<file path="src/rtl/hbus_pkg.sv">
package hbus_pkg;

    // Fixed word indices of the normal-mode decode
    localparam int unsigned DATA_PORT_IDX = 0;
    localparam int unsigned FLAG_WORD_IDX = 1;

    typedef enum logic [2:0] {
        ACT_NONE    = 3'd0,
        ACT_TX_PUSH = 3'd1,
        ACT_RX_POP  = 3'd2,
        ACT_REG_WR  = 3'd3,
        ACT_REG_RD  = 3'd4,
        ACT_FLAG_WR = 3'd5,
        ACT_FLAG_RD = 3'd6,
        ACT_NULL_RD = 3'd7
    } act_e;

endpackage

</file>
<file path="src/rtl/hbus_strobe_sync.sv">
module hbus_strobe_sync #(
    parameter int N      = 3,
    parameter int STAGES = 2
) (
    input  logic         clk,
    input  logic         rst_n,
    input  logic [N-1:0] async_i,
    output logic [N-1:0] level_o,
    output logic [N-1:0] fall_o
);

    for (genvar b = 0; b < N; b++) begin : g_bit
        logic [STAGES:0] sh_d, sh_q;

        always_comb begin
            sh_d = {sh_q[STAGES-1:0], async_i[b]};
        end

        always_ff @(posedge clk or negedge rst_n) begin
            if (!rst_n) sh_q <= '1;
            else        sh_q <= sh_d;
        end

        // sh_q[STAGES-1] is the synchronised level, sh_q[STAGES] its previous value
        assign level_o[b] = sh_q[STAGES-1];
        assign fall_o[b]  = sh_q[STAGES] & ~sh_q[STAGES-1];
    end

endmodule

</file>
<file path="src/rtl/hbus_byte_lane.sv">
module hbus_byte_lane #(
    parameter  int DATA_W = 32,
    localparam int NB     = DATA_W / 8
) (
    input  logic              big_i,
    input  logic [DATA_W-1:0] data_i,
    output logic [DATA_W-1:0] data_o
);

    for (genvar k = 0; k < NB; k++) begin : g_lane
        assign data_o[8*k +: 8] = big_i ? data_i[8*(NB-1-k) +: 8] : data_i[8*k +: 8];
    end

endmodule

</file>
<file path="src/rtl/hbus_addr_decode.sv">
module hbus_addr_decode
    import hbus_pkg::*;
#(
    parameter  int ADDR_W       = 8,
    parameter  int NUM_REGS     = 16,
    parameter  int REG_BASE_IDX = 16,
    localparam int IDX_W        = ADDR_W - 2,
    localparam int REG_AW       = (NUM_REGS > 1) ? $clog2(NUM_REGS) : 1
) (
    input  logic              fifo_mode_i,
    input  logic              is_write_i,
    input  logic [IDX_W-1:0]  word_idx_i,
    output act_e              act_o,
    output logic [REG_AW-1:0] reg_idx_o
);

    logic [31:0] idx32;
    logic [31:0] rel32;

    assign idx32 = 32'(word_idx_i);
    assign rel32 = idx32 - 32'(REG_BASE_IDX);

    always_comb begin
        reg_idx_o = rel32[REG_AW-1:0];
        if (fifo_mode_i || idx32 == 32'(DATA_PORT_IDX)) begin
            act_o = is_write_i ? ACT_TX_PUSH : ACT_RX_POP;
        end else if (idx32 == 32'(FLAG_WORD_IDX)) begin
            act_o = is_write_i ? ACT_FLAG_WR : ACT_FLAG_RD;
        end else if (idx32 >= 32'(REG_BASE_IDX) && rel32 < 32'(NUM_REGS)) begin
            act_o = is_write_i ? ACT_REG_WR : ACT_REG_RD;
        end else begin
            act_o = is_write_i ? ACT_NONE : ACT_NULL_RD;
        end
    end

endmodule

</file>
<file path="src/rtl/host_bus_bridge.sv">
module host_bus_bridge
    import hbus_pkg::*;
#(
    parameter  int ADDR_W       = 8,
    parameter  int DATA_W       = 32,
    parameter  int NUM_REGS     = 16,
    parameter  int REG_BASE_IDX = 16,
    parameter  int SYNC_STAGES  = 2,
    localparam int REG_AW       = (NUM_REGS > 1) ? $clog2(NUM_REGS) : 1
) (
    input  logic              clk,
    input  logic              rst_n,
    input  logic              hst_cs_n,
    input  logic              hst_wr_n,
    input  logic              hst_rd_n,
    input  logic [ADDR_W-1:0] hst_addr,
    input  logic [DATA_W-1:0] hst_wdata,
    input  logic              hst_big_end,
    input  logic              hst_fifo_sel,
    output logic [DATA_W-1:0] hst_rdata,
    output logic              hst_rdata_oe,
    output logic              tx_push,
    output logic [DATA_W-1:0] tx_data,
    input  logic              tx_full,
    output logic              rx_pop,
    input  logic [DATA_W-1:0] rx_data,
    input  logic              rx_empty,
    output logic              reg_wr,
    output logic              reg_rd,
    output logic [REG_AW-1:0] reg_addr,
    output logic [DATA_W-1:0] reg_wdata,
    input  logic [DATA_W-1:0] reg_rdata,
    output logic              err_rx_under,
    output logic              err_tx_over
);

    localparam int IDX_W = ADDR_W - 2;

    typedef struct packed {
        logic              req_vld;
        act_e              act;
        logic              big;
        logic [REG_AW-1:0] ridx;
        logic [DATA_W-1:0] wdat;
        logic [DATA_W-1:0] rdat;
        logic              under;
        logic              over;
    } st_t;

    st_t st_d, st_q;

    // Strobe synchroniser: bit 0 chip select, bit 1 write, bit 2 read
    logic [2:0] sy_lvl, sy_fall;
    logic       fall_wr, fall_rd;

    hbus_strobe_sync #(.N(3), .STAGES(SYNC_STAGES)) u_sync (
        .clk     (clk),
        .rst_n   (rst_n),
        .async_i ({hst_rd_n, hst_wr_n, hst_cs_n}),
        .level_o (sy_lvl),
        .fall_o  (sy_fall)
    );

    assign fall_wr = sy_fall[1] & ~sy_lvl[0];
    assign fall_rd = sy_fall[2] & ~sy_lvl[0];

    // Address decode; a simultaneous write edge wins over a read edge
    act_e              dec_act;
    logic [REG_AW-1:0] dec_ridx;

    hbus_addr_decode #(
        .ADDR_W       (ADDR_W),
        .NUM_REGS     (NUM_REGS),
        .REG_BASE_IDX (REG_BASE_IDX)
    ) u_dec (
        .fifo_mode_i (hst_fifo_sel),
        .is_write_i  (fall_wr),
        .word_idx_i  (hst_addr[ADDR_W-1:2]),
        .act_o       (dec_act),
        .reg_idx_o   (dec_ridx)
    );

    logic unused_addr_lsb;
    assign unused_addr_lsb = ^hst_addr[1:0];

    // Inbound byte lanes
    logic [DATA_W-1:0] wr_int;

    hbus_byte_lane #(.DATA_W(DATA_W)) u_wlane (
        .big_i  (hst_big_end),
        .data_i (hst_wdata),
        .data_o (wr_int)
    );

    // Outbound response and byte lanes
    logic [DATA_W-1:0] resp_int, resp_host;

    always_comb begin
        resp_int = '0;
        case (st_q.act)
            ACT_RX_POP:  resp_int = rx_data;
            ACT_REG_RD:  resp_int = reg_rdata;
            ACT_FLAG_RD: resp_int = {{(DATA_W-2){1'b0}}, st_q.over, st_q.under};
            default:     resp_int = '0;
        endcase
    end

    hbus_byte_lane #(.DATA_W(DATA_W)) u_rlane (
        .big_i  (st_q.big),
        .data_i (resp_int),
        .data_o (resp_host)
    );

    // Next state
    always_comb begin
        st_d         = st_q;
        st_d.req_vld = 1'b0;

        if (st_q.req_vld) begin
            case (st_q.act)
                ACT_TX_PUSH: begin
                    if (tx_full) st_d.over = 1'b1;
                end
                ACT_RX_POP: begin
                    if (rx_empty) begin
                        st_d.under = 1'b1;
                        st_d.rdat  = '0;
                    end else begin
                        st_d.rdat  = resp_host;
                    end
                end
                ACT_REG_RD, ACT_FLAG_RD, ACT_NULL_RD: begin
                    st_d.rdat = resp_host;
                end
                ACT_FLAG_WR: begin
                    st_d.under = st_q.under & ~st_q.wdat[0];
                    st_d.over  = st_q.over  & ~st_q.wdat[1];
                end
                default: ;
            endcase
        end

        if (fall_wr || fall_rd) begin
            st_d.req_vld = 1'b1;
            st_d.act     = dec_act;
            st_d.big     = hst_big_end;
            st_d.ridx    = dec_ridx;
            st_d.wdat    = wr_int;
        end
    end

    always_ff @(posedge clk or negedge rst_n) begin
        if (!rst_n) st_q <= '0;
        else        st_q <= st_d;
    end

    // Internal request ports
    assign tx_push   = st_q.req_vld && (st_q.act == ACT_TX_PUSH) && !tx_full;
    assign rx_pop    = st_q.req_vld && (st_q.act == ACT_RX_POP)  && !rx_empty;
    assign reg_wr    = st_q.req_vld && (st_q.act == ACT_REG_WR);
    assign reg_rd    = st_q.req_vld && (st_q.act == ACT_REG_RD);
    assign reg_addr  = st_q.ridx;
    assign reg_wdata = st_q.wdat;
    assign tx_data   = st_q.wdat;

    assign err_rx_under = st_q.under;
    assign err_tx_over  = st_q.over;

    // Host data bus
    assign hst_rdata_oe = !hst_cs_n && !hst_rd_n;
    assign hst_rdata    = hst_rdata_oe ? st_q.rdat : '0;

endmodule

</file>
<file path="config.mk">
export PLATFORM = sky130hd
export DESIGN_NAME = host_bus_bridge
export DESIGN_NICKNAME = d
export VERILOG_FILES = /design/src/rtl/hbus_pkg.sv /design/src/rtl/hbus_strobe_sync.sv /design/src/rtl/hbus_byte_lane.sv /design/src/rtl/hbus_addr_decode.sv /design/src/rtl/host_bus_bridge.sv
export SDC_FILE = /design/constraint.sdc
export NUM_CORES = 1
export LEC_CHECK = 0
export CAP_MARGIN = 10
export CORE_UTILIZATION = 40
export DETAILED_ROUTE_END_ITERATION = 7
export GPL_TIMING_DRIVEN = 0
export PLACE_DENSITY_LB_ADDON = 0.05
export REMOVE_ABC_BUFFERS = 1
export SYNTH_ARGS = -nofsm -noshare
export SYNTH_HDL_FRONTEND = slang
export SYNTH_SLANG_ARGS = --single-unit
</file>
<file path="constraint.sdc">
create_clock -name clk -period 3.1 [get_ports clk]
set_input_delay 0.62 -clock clk [delete_from_list [all_inputs] [get_ports clk]]
set_output_delay 0.62 -clock clk [all_outputs]
set_load 0.03 [all_outputs]
</file>
# Word level (Yosys, flattened, before mapping)
# Cells that the tools add are included.
word_totals:
  output_inout_bits: 107
  reg_bits: 83
  elab_cells: 81
  in_bits: 113
op_classes:
  reduce_logical: 22
  bitwise_logic: 11
  addsub: 1
  n_mux: 24
  order_cmp: 2
  eq_ne: 10
op_table:
  columns: ["operator", "n"]
  rows:
  - ["case mux 32 bit (3 select lines)", 1]
  - ["2-to-1 mux 32 bit", 2]
  - ["2-to-1 mux 8 bit", 8]
  - ["case mux 32 bit (2 select lines)", 1]
  - ["2-to-1 mux 41 bit", 1]
  - ["logical NOT 32 bit", 1]
  - ["less-than comparator 32 x 5 -> 1 bit, second input constant", 1]
  - ["2-to-1 mux 3 bit", 5]
  - ["equality test 3 bit, second input constant", 4]
  - ["logical AND 1 bit", 8]
  - ["subtractor 6 x 5 -> 7 bit, second input constant", 1]
  - ["AND 1 bit", 6]
  - ["equality test 3 x 2 -> 1 bit, second input constant", 2]
  - ["equality test 6 x 1 -> 1 bit, second input constant", 1]
  - [">= comparator 6 x 5 -> 1 bit, second input constant", 1]
  - ["AND reduction 3 bit", 2]
  - ["nonzero test 2 bit", 3]
  - ["inverter 1 bit", 5]
  - ["logical NOT 1 bit", 4]
  - ["2-to-1 mux 2 bit", 2]
  - ["inequality test 2 bit, second input constant", 2]
  - ["case mux 1 bit (2 select lines)", 2]
  - ["equality test 3 x 1 -> 1 bit, second input constant", 1]
  - ["OR reduction 3 bit", 1]
  - ["other kinds (3)", 5]

# Logic depth before layout (Yosys ltp)
depth:
  ltp_word: 8
  mapped_depth: 7
  ltp_nobuf: 5

# Cells and area by module
# Synthesis repeated with hierarchy kept, for this count alone.
unflattened:
  hier_cells: 432
  hier_area_um2: 5407.7
by_module_without_submodules:
  columns: ["module", "area_each_um2", "cells_each", "seq_area_each_um2", "n_inst"]
  rows:
  - ["host_bus_bridge", 3907.5, 331, 1876.8, 1]
  - ["hbus_byte_lane", 544.3, 36, 0.0, 2]
  - ["hbus_strobe_sync", 300.3, 15, 236.5, 1]
  - ["hbus_addr_decode", 111.4, 14, 0.0, 1]

# Worst setup path before layout
# Ideal clock, no wire load.
synth_path:
  path_type: "flip-flop to output port"
  start: "register st_q[73] (netlist bit)"
  end: "output tx_push"
  required_ns: 2.480
  stages_incl_launch_ff: 4
  arrival_time_ns: 1.754
  path_buffers: 2
  path_slack_ns: 0.726
  cell_sequence: "dfrtp_1 -> buf_2 -> buf_2 -> nor4_1"
synth_via:
  elab_chain_cells: 3
synth_rtl:
  columns: ["element", "line", "source"]
  rows:
  - ["start: declaration", "host_bus_bridge.sv:50", "st_t st_d, st_q;"]
  - ["start signal: assignment", "host_bus_bridge.sv:154", "else st_q <= st_d;"]
  - ["equality test 3 x 1 -> 1 bit", "host_bus_bridge.sv:158", "assign tx_push = st_q.req_vld && (st_q.act == ACT_TX_PUSH) && !tx_full;"]
  - ["logical AND 1 bit (2 in a row)", "host_bus_bridge.sv:158", null]
  - ["end: declaration", "host_bus_bridge.sv:22", "output logic tx_push,"]
# Every way passes these cells.

# Final worst setup path
layout_path:
  start: "input hst_rd_n"
  end: "output hst_rdata[0]"
layout_via:
  elab_chain_cells: 3
layout_rtl:
  columns: ["element", "line", "source"]
  rows:
  - ["start: declaration", "host_bus_bridge.sv:15", "input logic hst_rd_n,"]
  - ["logical NOT 1 bit", "host_bus_bridge.sv:170", "assign hst_rdata_oe = !hst_cs_n && !hst_rd_n;"]
  - ["logical AND 1 bit", "host_bus_bridge.sv:170", null]
  - ["2-to-1 mux 32 bit", "host_bus_bridge.sv:171", "assign hst_rdata = hst_rdata_oe ? st_q.rdat : '0;"]
  - ["end: declaration", "host_bus_bridge.sv:20", "output logic [DATA_W-1:0] hst_rdata,"]
# Every way passes these cells.

==> results by group <==
Layout
  – Antenna cell count: 0
  – Net count, final: 751
  – Core Util, Final: 58.6%
  – Commonest non-fill, non-tap cell in the layout: clkdlybuf4s50_1
  – Area Growth Syn to Fin: 41.2%
  – Fill count: 1052
  – Share of layout cells above drive strength 1: 5.75%
  – Commonest non-fill, non-tap cells in the layout: clkdlybuf4s50_1 (188), dfrtp_1 (73), mux2i_1 (62)
  – Final cell count without fillers: 811

Outcome
  – Outcome: completed

Placed design
  – GPL Wtd Cong: 0.738
  – Inst Count DP: 795
  – I/O Buffers: 217
  – Setup WS pre-CTS: -0.112 ns
  – HPWL Detailed: 8920 µm

Yosys
  – Main synth FF type: dfrtp_1
  – Share of flip-flops with an asynchronous set or reset: 100%
  – Syn Std Cell Area: 5050 µm²
  – Post-synth EDFFs: 0
  – Library cells used by synthesis: 35
  – Sequential share of the synthesized area: 41.3%
  – Syn. warnings: 0
  – Flops & latches, synth: 83
  – Synthesized instance count: 511
  – Syn avg cell area: 9.88 µm²

Timing
  – FMAX: 350 MHz
  – Setup Viol. Count Final: 0
  – Clock skew: 0.00937 ns
  – Relative slew slack: 18.7%
  – Final min period: 2.86 ns
  – RSZ-0062 raised after global routing: no
  – Fin. Hold Viols: 0
  – Max-slew violations: 0
  – Fin crit share: 92.1%
  – Worst-margin pin slew: 1.22 ns
  – Setup ws final: 0.244 ns

Worst setup path
  – Worst path bufs/invs: 2
  – Max stage delay on crit path: 0.66 ns
  – Top cell by count, worst path: clkdlybuf4s50_1
  – Setup CP Type: input port to output port
  – CP cell instances: clkdlybuf4s50_1 > nor2_4 > and2_1 > clkdlybuf4s50_1
  – Critical Path AT: 2.24 ns
  – CP Launch Type: input port
  – Crit Path Max Fanout: 7
  – Slowest CP cell: clkdlybuf4s50_1
  – Req. time, crit path: 2.48 ns
  – Crit path max-delay family: buffers and inverters
  – CP endpoint kind: output port

Route
  – DRT Pass-1 Iters: 4
  – Detailed-route DRC error count: 0
  – DR iter-0 viols: 170
  – Routed len/inst: 16.0 µm
  – Vias: 4114
  – Vias/cell: 5.07
  – Final wirelength: 13000 µm
  – Antenna-violating nets left: 0

Floorplanning
  – Die height: 114 µm
  – IO Count: 220
  – Core Box Area: 12200 µm²
  – Die width: 114 µm
  – # rows: 40
  – Initial core utilization: 41.5%
  – Die area: 13100 µm²

GRT
  – Largest net degree at the start of global routing: 57
  – Vias in the first global route: 4279
  – Global-route wire length before repair: 20600 µm
  – Antenna violations before repair: 0
  – GR Util All Layers: 20.2%
  – Grt total ovfl: 0

Clock network
  – TritonCTS clock tree: done
  – Max clock buf depth: 2
  – Num CTS Buffers: 9
  – Clk Latency, worst-skew pair: 0.33 ns
  – CTS Root Cell: clkbuf_16
  – H-tree levels: 3
  – Post-CTS setup repair buffer count: 0
  – Clock transition at the registers of the reported paths: 0.06 ns
  – Hold Buf Count CTS: 0
  – CTS sink count: 83

Power
  – Leakage: 3.41 nW
  – Maximum VDD drop: 0.272 mV
  – Power per Cell Area: 558 nW/µm²
  – Total Power: 3.98 mW

Run
  – Max Cap Viol: 0

Worst hold path
  – Hold Path Class: input port to asynchronous set/reset pin
cell usage after synthesis, types with 2 or more instances:
master	instances	area share, %
o21ai_0	36	3.6
buf_2	23	2.3
inv_1	3	0.22
mux2i_1	62	12
a21oi_1	3	0.30
and2_1	32	4.0
a32o_1	4	0.79
buf_6	4	0.89
nor2_1	9	0.67
or4_1	2	0.30
nand2_1	55	4.1
dfrtp_1	75	37
buf_4	73	11
nand2b_1	3	0.37
dfstp_2	8	4.2
a32oi_1	28	4.9
a22o_1	34	5.9
nor3_1	3	0.30
nor2b_1	31	3.8
a21o_1	3	0.45
clkbuf_1	6	0.45
where the power goes:
part | total (mW) | internal (mW) | switching (mW) | leakage, nW
logic | 1.54 | 0.714 | 0.822 | 2.25
registers | 1.48 | 1.29 | 0.187 | 1.04
clock network | 0.962 | 0.542 | 0.420 | 0.119
worst register-to-register path, stage by stage, from the launching register on:
cell and delay (ns):
dfrtp_1 0.56, nor2_2 1.02, a32oi_1 0.35, mux2i_1 0.21, a22o_1 0.14
final timing paths:
kind | startpoint | endpoint | cells after the start | slack, ns
setup / recovery | hst_rd_n | hst_rdata[0] | 4 | 0.24
hold / removal | rst_n | st_q[19]$_DFFE_PN0P_ | 1 | 0.25
setup reg to reg | st_q[72]$_DFFE_PN0P_ | st_q[4]$_DFFE_PN0P_ | 4 | 0.75
hold reg to reg | u_sync.g_bit[2].sh_q[0]$_DFF_PN1_ | u_sync.g_bit[2].sh_q[1]$_DFF_PN1_ | 0 | 0.36
max in group asynchronous | rst_n | st_q[73]$_DFFE_PN0P_ | 2 | 2.22
min in group clk | u_sync.g_bit[2].sh_q[0]$_DFF_PN1_ | u_sync.g_bit[2].sh_q[1]$_DFF_PN1_ | 0 | 0.36
kinds of logic after synthesis:
group	Yosys count	synth area share (%)
buffers and inverters	110	14.8
DFF	83	41.3
and+or+nand+nor	140	14.3
muxes	63	12.5
AOI/OAI and AO/OA	113	16.7
adders and majority gates	1	0.223
xor gates and xnor gates	1	0.174
routing by layer:
layer,wire (µm),track usage (%),vias to the layer above
met1,5700,24.6,1962
met3,913,5.13,14
met2,6120,34.3,151
met4,227,7.97,0
li1,-,-,1987
met5,0,0,-
metrics by stage:
stage	hold WS, ns	instance area (µm²)	setup TNS (ns)
finish	0.250	7130	0
global route	0.278	7130	0
CTS	0.260	7070	0
detailed placement	0.348	6810	-2.16
global placement	0.347	6700	-187.35
floorplan	0.324	4320	0
area by class of cell:
| cell class | count | area (µm²) | area share [%] |
|---|---|---|---|
| clock buffer | 12 | 236 | 3.32 |
| clock inverter | 4 | 27.5 | 0.386 |
| inverter | 4 | 15.0 | 0.211 |
| multi-input combinational | 318 | 2230 | 31.3 |
| sequential | 83 | 2090 | 29.3 |
| tap | 168 | 210 | 2.95 |
| timing repair buffer | 222 | 2320 | 32.5 |
registers in the layout (all words and copies together), names as in the netlist:
name	flops
err_rx_under	1
reg_wdata	32
reg_addr	4
u_sync.g_bit.sh_q	8
st_q	37
err_tx_over	1
repair_timing:
item                                    CTS  global route
endpoints found under the setup margin   27            22
gates resized for setup                   6            22
pin swaps                                 0             0
No activity file was read; power rests on OpenSTA's default activity.
